`config.mk`:
```
export PLATFORM = sky130hd
export DESIGN_NAME = dma_window_gate
export DESIGN_NICKNAME = d
export VERILOG_FILES = /design/src/rtl/dma_window_gate_pkg.sv /design/src/rtl/window_slot.sv /design/src/rtl/mask_ctrl.sv /design/src/rtl/stream_gate.sv /design/src/rtl/dma_window_gate.sv
export SDC_FILE = /design/constraint.sdc
export NUM_CORES = 1
export LEC_CHECK = 0
export ABC_AREA = 1
export ABC_CLOCK_PERIOD_IN_PS = 2600
export BUFFER_PORTS_ARGS = -buffer_cell sky130_fd_sc_hd__buf_4
export CORE_MARGIN = 1
export CORE_UTILIZATION = 60
export CTS_BUF_LIST = sky130_fd_sc_hd__clkbuf_8
export DETAILED_ROUTE_END_ITERATION = 8
export GPL_ROUTABILITY_DRIVEN = 0
export PLACE_DENSITY = 0.79
export SETUP_SLACK_MARGIN = 0.2
export SYNTH_ARGS = -nofsm -noshare
export SYNTH_HDL_FRONTEND = slang
export SYNTH_SLANG_ARGS = --single-unit
```
`constraint.sdc`:
```
create_clock -name clk -period 2.6 [get_ports clk]
set_input_delay 0.26 -clock clk [delete_from_list [all_inputs] [get_ports clk]]
set_output_delay 0.26 -clock clk [all_outputs]
set_load 0.05 [all_outputs]
```
`src/rtl/dma_window_gate_pkg.sv`:
```
package dma_window_gate_pkg;

  // Strobes from the window control to the stream datapath.
  typedef struct packed {
    logic block;   // some enabled window is active now
  } gateCtl_t;

endpackage

```
`src/rtl/window_slot.sv`:
```
// One repeating ban window: period, start and end registers with
// sign-bit comparison against the local counter and self re-arm.
module window_slot #(
  parameter int TIME_W = 32
) (
  input  logic              clk,
  input  logic              rstN,
  input  logic              enable,
  input  logic [TIME_W-1:0] frc,
  input  logic              wrPeriod,
  input  logic              wrStart,
  input  logic              wrEnd,
  input  logic [TIME_W-1:0] wrData,
  output logic              active
);

  logic [TIME_W-1:0] periodQ;
  logic [TIME_W-1:0] startQ;
  logic [TIME_W-1:0] endQ;
  logic [TIME_W-1:0] sinceStart;
  logic [TIME_W-1:0] sinceEnd;
  logic              armed;
  logic              beforeStart;
  logic              beforeEnd;
  logic              rearm;

  // Differences read as signed: the MSB says "counter is behind".
  assign sinceStart  = frc - startQ;
  assign sinceEnd    = frc - endQ;
  assign beforeStart = sinceStart[TIME_W-1];
  assign beforeEnd   = sinceEnd[TIME_W-1];

  assign armed  = enable && (periodQ != '0);
  assign active = armed && !beforeStart && beforeEnd;
  assign rearm  = armed && !beforeEnd;

  always_ff @(posedge clk) begin
    if (!rstN) begin
      periodQ <= '0;
      startQ  <= '0;
      endQ    <= '0;
    end else begin
      if (wrPeriod) periodQ <= wrData;

      if (wrStart)    startQ <= wrData;
      else if (rearm) startQ <= startQ + periodQ;

      if (wrEnd)      endQ <= wrData;
      else if (rearm) endQ <= endQ + periodQ;
    end
  end

endmodule

```
`src/rtl/mask_ctrl.sv`:
```
// Control side: register decode, global enable, window slots and the
// combined block strobe handed to the datapath.
module mask_ctrl
  import dma_window_gate_pkg::*;
#(
  parameter int TIME_W  = 32,
  parameter int NUM_WIN = 2,
  parameter int ADDR_W  = 3
) (
  input  logic              clk,
  input  logic              rstN,
  input  logic [TIME_W-1:0] frc,
  input  logic              cfgWe,
  input  logic [ADDR_W-1:0] cfgAddr,
  input  logic [TIME_W-1:0] cfgWdata,
  output gateCtl_t          ctl
);

  localparam int REGS_PER_WIN = 3;

  logic               enableQ;
  logic [NUM_WIN-1:0] winActive;

  always_ff @(posedge clk) begin
    if (!rstN)                              enableQ <= 1'b0;
    else if (cfgWe && cfgAddr == '0)        enableQ <= cfgWdata[0];
  end

  for (genvar k = 0; k < NUM_WIN; k++) begin : g_win
    localparam int BASE = 1 + REGS_PER_WIN * k;
    logic wrPeriod;
    logic wrStart;
    logic wrEnd;

    assign wrPeriod = cfgWe && (cfgAddr == ADDR_W'(BASE));
    assign wrStart  = cfgWe && (cfgAddr == ADDR_W'(BASE + 1));
    assign wrEnd    = cfgWe && (cfgAddr == ADDR_W'(BASE + 2));

    window_slot #(.TIME_W(TIME_W)) u_slot (
      .clk      (clk),
      .rstN     (rstN),
      .enable   (enableQ),
      .frc      (frc),
      .wrPeriod (wrPeriod),
      .wrStart  (wrStart),
      .wrEnd    (wrEnd),
      .wrData   (cfgWdata),
      .active   (winActive[k])
    );
  end

  assign ctl.block = |winActive;

endmodule

```
`src/rtl/stream_gate.sv`:
```
// Datapath: passes the packet stream and refuses only packet starts
// while the control asks to block.
module stream_gate
  import dma_window_gate_pkg::*;
#(
  parameter int DATA_W = 16
) (
  input  logic              clk,
  input  logic              rstN,
  input  gateCtl_t          ctl,
  input  logic              inValid,
  input  logic [DATA_W-1:0] inData,
  input  logic              inSop,
  input  logic              inEop,
  output logic              inReady,
  output logic              outValid,
  output logic [DATA_W-1:0] outData,
  output logic              outSop,
  output logic              outEop,
  input  logic              outReady
);

  logic inPacket;
  logic allow;
  logic take;

  // Inside a packet the mask is never consulted.
  assign allow    = inPacket || !ctl.block;
  assign outValid = inValid && allow;
  assign inReady  = outReady && allow;
  assign outData  = inData;
  assign outSop   = inSop;
  assign outEop   = inEop;
  assign take     = inValid && inReady;

  always_ff @(posedge clk) begin
    if (!rstN) begin
      inPacket <= 1'b0;
    end else if (take) begin
      if (inEop)      inPacket <= 1'b0;
      else if (inSop) inPacket <= 1'b1;
    end
  end

endmodule

```
`src/rtl/dma_window_gate.sv`:
```
module dma_window_gate
  import dma_window_gate_pkg::*;
#(
  parameter int TIME_W  = 32,
  parameter int NUM_WIN = 2,
  parameter int DATA_W  = 16,
  localparam int ADDR_W = $clog2(1 + 3 * NUM_WIN)
) (
  input  logic              clk,
  input  logic              rstN,
  input  logic [TIME_W-1:0] frc,
  input  logic              cfgWe,
  input  logic [ADDR_W-1:0] cfgAddr,
  input  logic [TIME_W-1:0] cfgWdata,
  input  logic              inValid,
  input  logic [DATA_W-1:0] inData,
  input  logic              inSop,
  input  logic              inEop,
  output logic              inReady,
  output logic              outValid,
  output logic [DATA_W-1:0] outData,
  output logic              outSop,
  output logic              outEop,
  input  logic              outReady
);

  gateCtl_t gateCtl;

  mask_ctrl #(
    .TIME_W  (TIME_W),
    .NUM_WIN (NUM_WIN),
    .ADDR_W  (ADDR_W)
  ) u_ctrl (
    .clk      (clk),
    .rstN     (rstN),
    .frc      (frc),
    .cfgWe    (cfgWe),
    .cfgAddr  (cfgAddr),
    .cfgWdata (cfgWdata),
    .ctl      (gateCtl)
  );

  stream_gate #(.DATA_W(DATA_W)) u_gate (
    .clk      (clk),
    .rstN     (rstN),
    .ctl      (gateCtl),
    .inValid  (inValid),
    .inData   (inData),
    .inSop    (inSop),
    .inEop    (inEop),
    .inReady  (inReady),
    .outValid (outValid),
    .outData  (outData),
    .outSop   (outSop),
    .outEop   (outEop),
    .outReady (outReady)
  );

endmodule

```
==> impl_results.md <==
- Internal power: 4430 uW
- Antenna diode count: 0
- Post-synth net total: 3122
- Share of the yosys chip area belonging to registers: 0.214
- CTS tree: built
- Hold WC Path Type: input pin to flop
- Num CTS Buffers: 17
- Multiplexer area fraction after synthesis: 0
- Worst r2r path cells: 19
- Final-stage net count: 3260
- Switching share of power: 0.361
- Crit path max fanout: 3
- Largest family of logic cells by synthesized area: simple AND/OR/NAND/NOR gates
- DRT Wirelength: 71200 um
- Fin. max-slew vios: 0
- Hold endpoint: u_ctrl.g_win[1].u_slot.endQ[22]
- Primary FF master, synth: dfxtp_1
- I/O pins: 110
- DP HPWL: 49100 um
- Pre-CTS WS: 30.3 ps
- First-pass GRT wire length: 102000 um
- RSZ-0062 raised after global routing: true
- 1st-iter DRT viols: 2601
- WL/cell: 21.4 um
- Die X: 176 um
- Most common cell on crit path: nand2_2
- Final setup viols: 126
- Gr usage total: 0.422
- Final Power: 6940 uW
- Failing checks: design-rule violations, negative setup slack
- Post-synthesis register bit count: 194
- Final Hold Viols: 0
- CP required: 2340 ps
- Critical path arrival: 2620 ps
- FILL cells: 2153
- Hold Path Cell Cnt: 3
- Post-Syn Area: 0.0182 mm^2
- Starting Density: 0.612
- Die Ht: 176 um
- Placed insts: 3203
- Critical Path Slowest Stage Cell: dfxtp_2
- Vias in the first global route: 19.7k
- Max Fclk: 0.347 GHz
- Largest net degree at the start of global routing: 66
- DR WL met3: 8450 um
- Hold Slack: 34.1 ps
- Layout cells sized above 1: 0.228
- Status: complete, but fails checks
- Post-synth ARST share: 0
- Via count: 21.3k
- Yosys warnings: 0
- Compound-gate portion of the synthesized area: 0.207
- Row count: 63
- Fin cells: 3324
- DRT antenna net count: 0
- PortBufs: 77
- Setup Skew: 20.3 ps
- Min cycle time layout: 2880 ps
- Synth Area per Inst: 6.53 um^2
- Post-synth top area share: 0.214
- Met2 Routed Length: 31100 um
- CP endpoint kind: output pin
- Comb power frac: 0.257
- Leakage power: 0.00980 uW
- Area occupied by multi-input gates: 0.0140 mm^2
- P_sw: 2500 uW
- DR top layer: met4
- First-pass iteration count of the detailed router: 9
- Critical path's largest stage delay: 370 ps
- Reg2reg end: u_ctrl.g_win[0].u_slot.endQ[4]
- P per Cell Area: 311 mW/mm^2
- CP cell instances: inv_2, ha_4, nand4_1, nor3_4, and3_1, nand2_2, nand3b_1, nand2_1, nand2_2, nand2_4, a21boi_2, buf_6
- Clock Pin Slew Worst Setup and Hold Paths: 120 ps
- Adder-cell share of the synthesized area: 0.172
- Yosys cell types: 55
- Top post-synthesis cells by area: dfxtp_1 (21%), ha_1 (17%), nand2_1 (15%), a21oi_1 (7.7%), inv_1 (6.9%)
- CTS max path bufs: 2
- Post-Route M1 WL: 25600 um
- Grt total ovfl: 0
- Initial antenna violation count: 0
- Startpoint Class: flop
- Area Growth Syn to Fin: 22.6%
- Cell taking the most area after synthesis: dfxtp_1
- Slew margin rel.: 0.409
- Die footprint: 0.0310 mm^2
- R2r setup slk: -180 ps
- Simple logic cell fraction of the synthesized area: 0.268
- Post-synth EDFFs: 0
- FF+latch area: 0.00400 mm^2
- Worst-margin pin slew: 886 ps
- Reg power frac: 0.456
- Hold Startpoint: cfgWdata[22]
- Reg2reg start: u_ctrl.g_win[0].u_slot.endQ[22]
- Number of remaining DRC errors: 1
- Part of the cycle the worst path needs: 1.11
- Clk pwr share: 0.286
- Clock Sink Count: 194
- Max Cap Violations: 0
- Synthesized instance count: 2784
- Max H-tree Level: 4
- Vias per cell: 6.41
- Post-synthesis xor/xnor area fraction: 0.0424
- Core area: 0.0297 mm^2
- Setup slack after layout: -278 ps
- Crit path kind: flop to output pin
- CTS root buf: clkbuf_8
- Worst VDD drop: 0.000314 V
- Worst-Skew Late Latency: 520 ps
-- cell type report --
type	instances	share of cell area
multi-input combinational	2171	0.630
sequential	194	0.179
timing repair buffer	194	0.0897
inverter	338	0.0591
tap	390	0.0219
clock buffer	17	0.0105
clock inverter	14	0.00545
timing repair inverter	6	0.00416
-- through the flow --
stage               instance area, um^2  setup TNS (ps)   util
finish                            22300           -8910  0.750
global route                      22300          -20260  0.750
floorplan                         18200               0      -
detailed placement                19100               0  0.644
global placement                  19100               0  0.644
CTS                               20900            -393  0.702
-- cells in the final DEF (no fill, tap or decap), types with 20 or more instances in the layout --
| cell | n |
|---|---|
| nand2_4 | 33 |
| a21oi_2 | 34 |
| nand2_1 | 600 |
| nand3_2 | 26 |
| nand2_2 | 110 |
| dfxtp_2 | 76 |
| xnor2_1 | 33 |
| nor2_1 | 212 |
| ha_4 | 23 |
| o21ai_0 | 150 |
| nand4_1 | 28 |
| dfxtp_1 | 113 |
| a21oi_1 | 247 |
| xor2_1 | 54 |
| inv_1 | 315 |
| nand3_1 | 61 |
| ha_1 | 219 |
| a31oi_1 | 101 |
| buf_4 | 143 |
| nor4_1 | 20 |
-- worst max-delay path: cells and delay by family (launching register included) --
kind | cells | cell delay, ps
flip-flops | 1 | 370
AO/OA/AOI/OAI | 1 | 140
buffers and inverters | 2 | 220
adder cells (fa/ha/maj) | 1 | 260
AND/OR/NAND/NOR | 8 | 1110
-- timing repair --
| item | in CTS | in global routing |
|---|---|---|
| setup buffers | 42 | 21 |
| endpoints found under the setup margin | 131 | 130 |
| hold buffers | 0 | 0 |
| gates cloned | 12 | 15 |
| resized for setup | 231 | 266 |
| pin swaps | 94 | 95 |
-- synth_stat cells, drive strengths merged (3+ instances only) --
cell type	n
and3	3
a21oi	281
o21a	6
a21o	20
inv	338
o21ai	171
nor4	20
nand3b	10
fa	4
nand4	28
xor2	55
a22oi	16
xnor2	33
buf	41
nand3	92
a211oi	3
a21boi	9
o211ai	14
nor3	22
nand2	746
dfxtp	194
o22ai	15
clkbuf	42
or2	20
ha	244
o21bai	13
nor2	224
a31oi	111
-- sequential cells by signal, summed over array words and instances (netlist names) --
name	count
u_ctrl.g_win.u_slot.startQ	64
u_ctrl.enableQ	1
u_ctrl.g_win.u_slot.endQ	64
u_ctrl.g_win.u_slot.periodQ	64
u_gate.inPacket	1
-- power groups by stage --
| stage | Combinational (uW) | Sequential [uW] | Clock (uW) |
|---|---|---|---|
| floorplan | 944 | 3180 | 0 |
| finish | 1780 | 3170 | 1990 |
| detailed placement | 1340 | 3220 | 0 |
| global route | 1900 | 3170 | 2070 |
| global placement | 1290 | 3220 | 0 |
| CTS | 1510 | 3150 | 1940 |
-- per-layer routing --
metal	global-route usage	vias to the layer above
met5	0	-
met1	0.522	9748
met2	0.680	1505
met4	0.268	0
li1	-	9614
met3	0.0683	455
-- cells by family (layout without fill, tap and decap cells) --
kind of cell / Yosys count / in the layout
AOI/OAI and AO/OA: 663 / 663
xor gates and xnor gates: 88 / 88
adders and majority gates: 248 / 248
buffers and inverters: 421 / 569
DFF: 194 / 194
and+or+nand+nor: 1170 / 1172
-- worst max-delay path by stage --
stage / startpoint / endpoint / cells past startpoint
3_5_place_dp: u_ctrl.g_win[0].u_slot.endQ[30] / u_ctrl.g_win[0].u_slot.endQ[26] / 14
3_3_place_gp: u_ctrl.g_win[0].u_slot.periodQ[0] / u_ctrl.g_win[0].u_slot.startQ[30] / 13
5_1_grt: u_ctrl.g_win[0].u_slot.startQ[8] / inReady / 16
2_1_floorplan: u_ctrl.g_win[0].u_slot.endQ[30] / inReady / 12
4_1_cts: u_ctrl.g_win[1].u_slot.endQ[23] / outValid / 12
6_report: u_ctrl.g_win[1].u_slot.endQ[24] / inReady / 12
(Power assumes the default switching activity.)
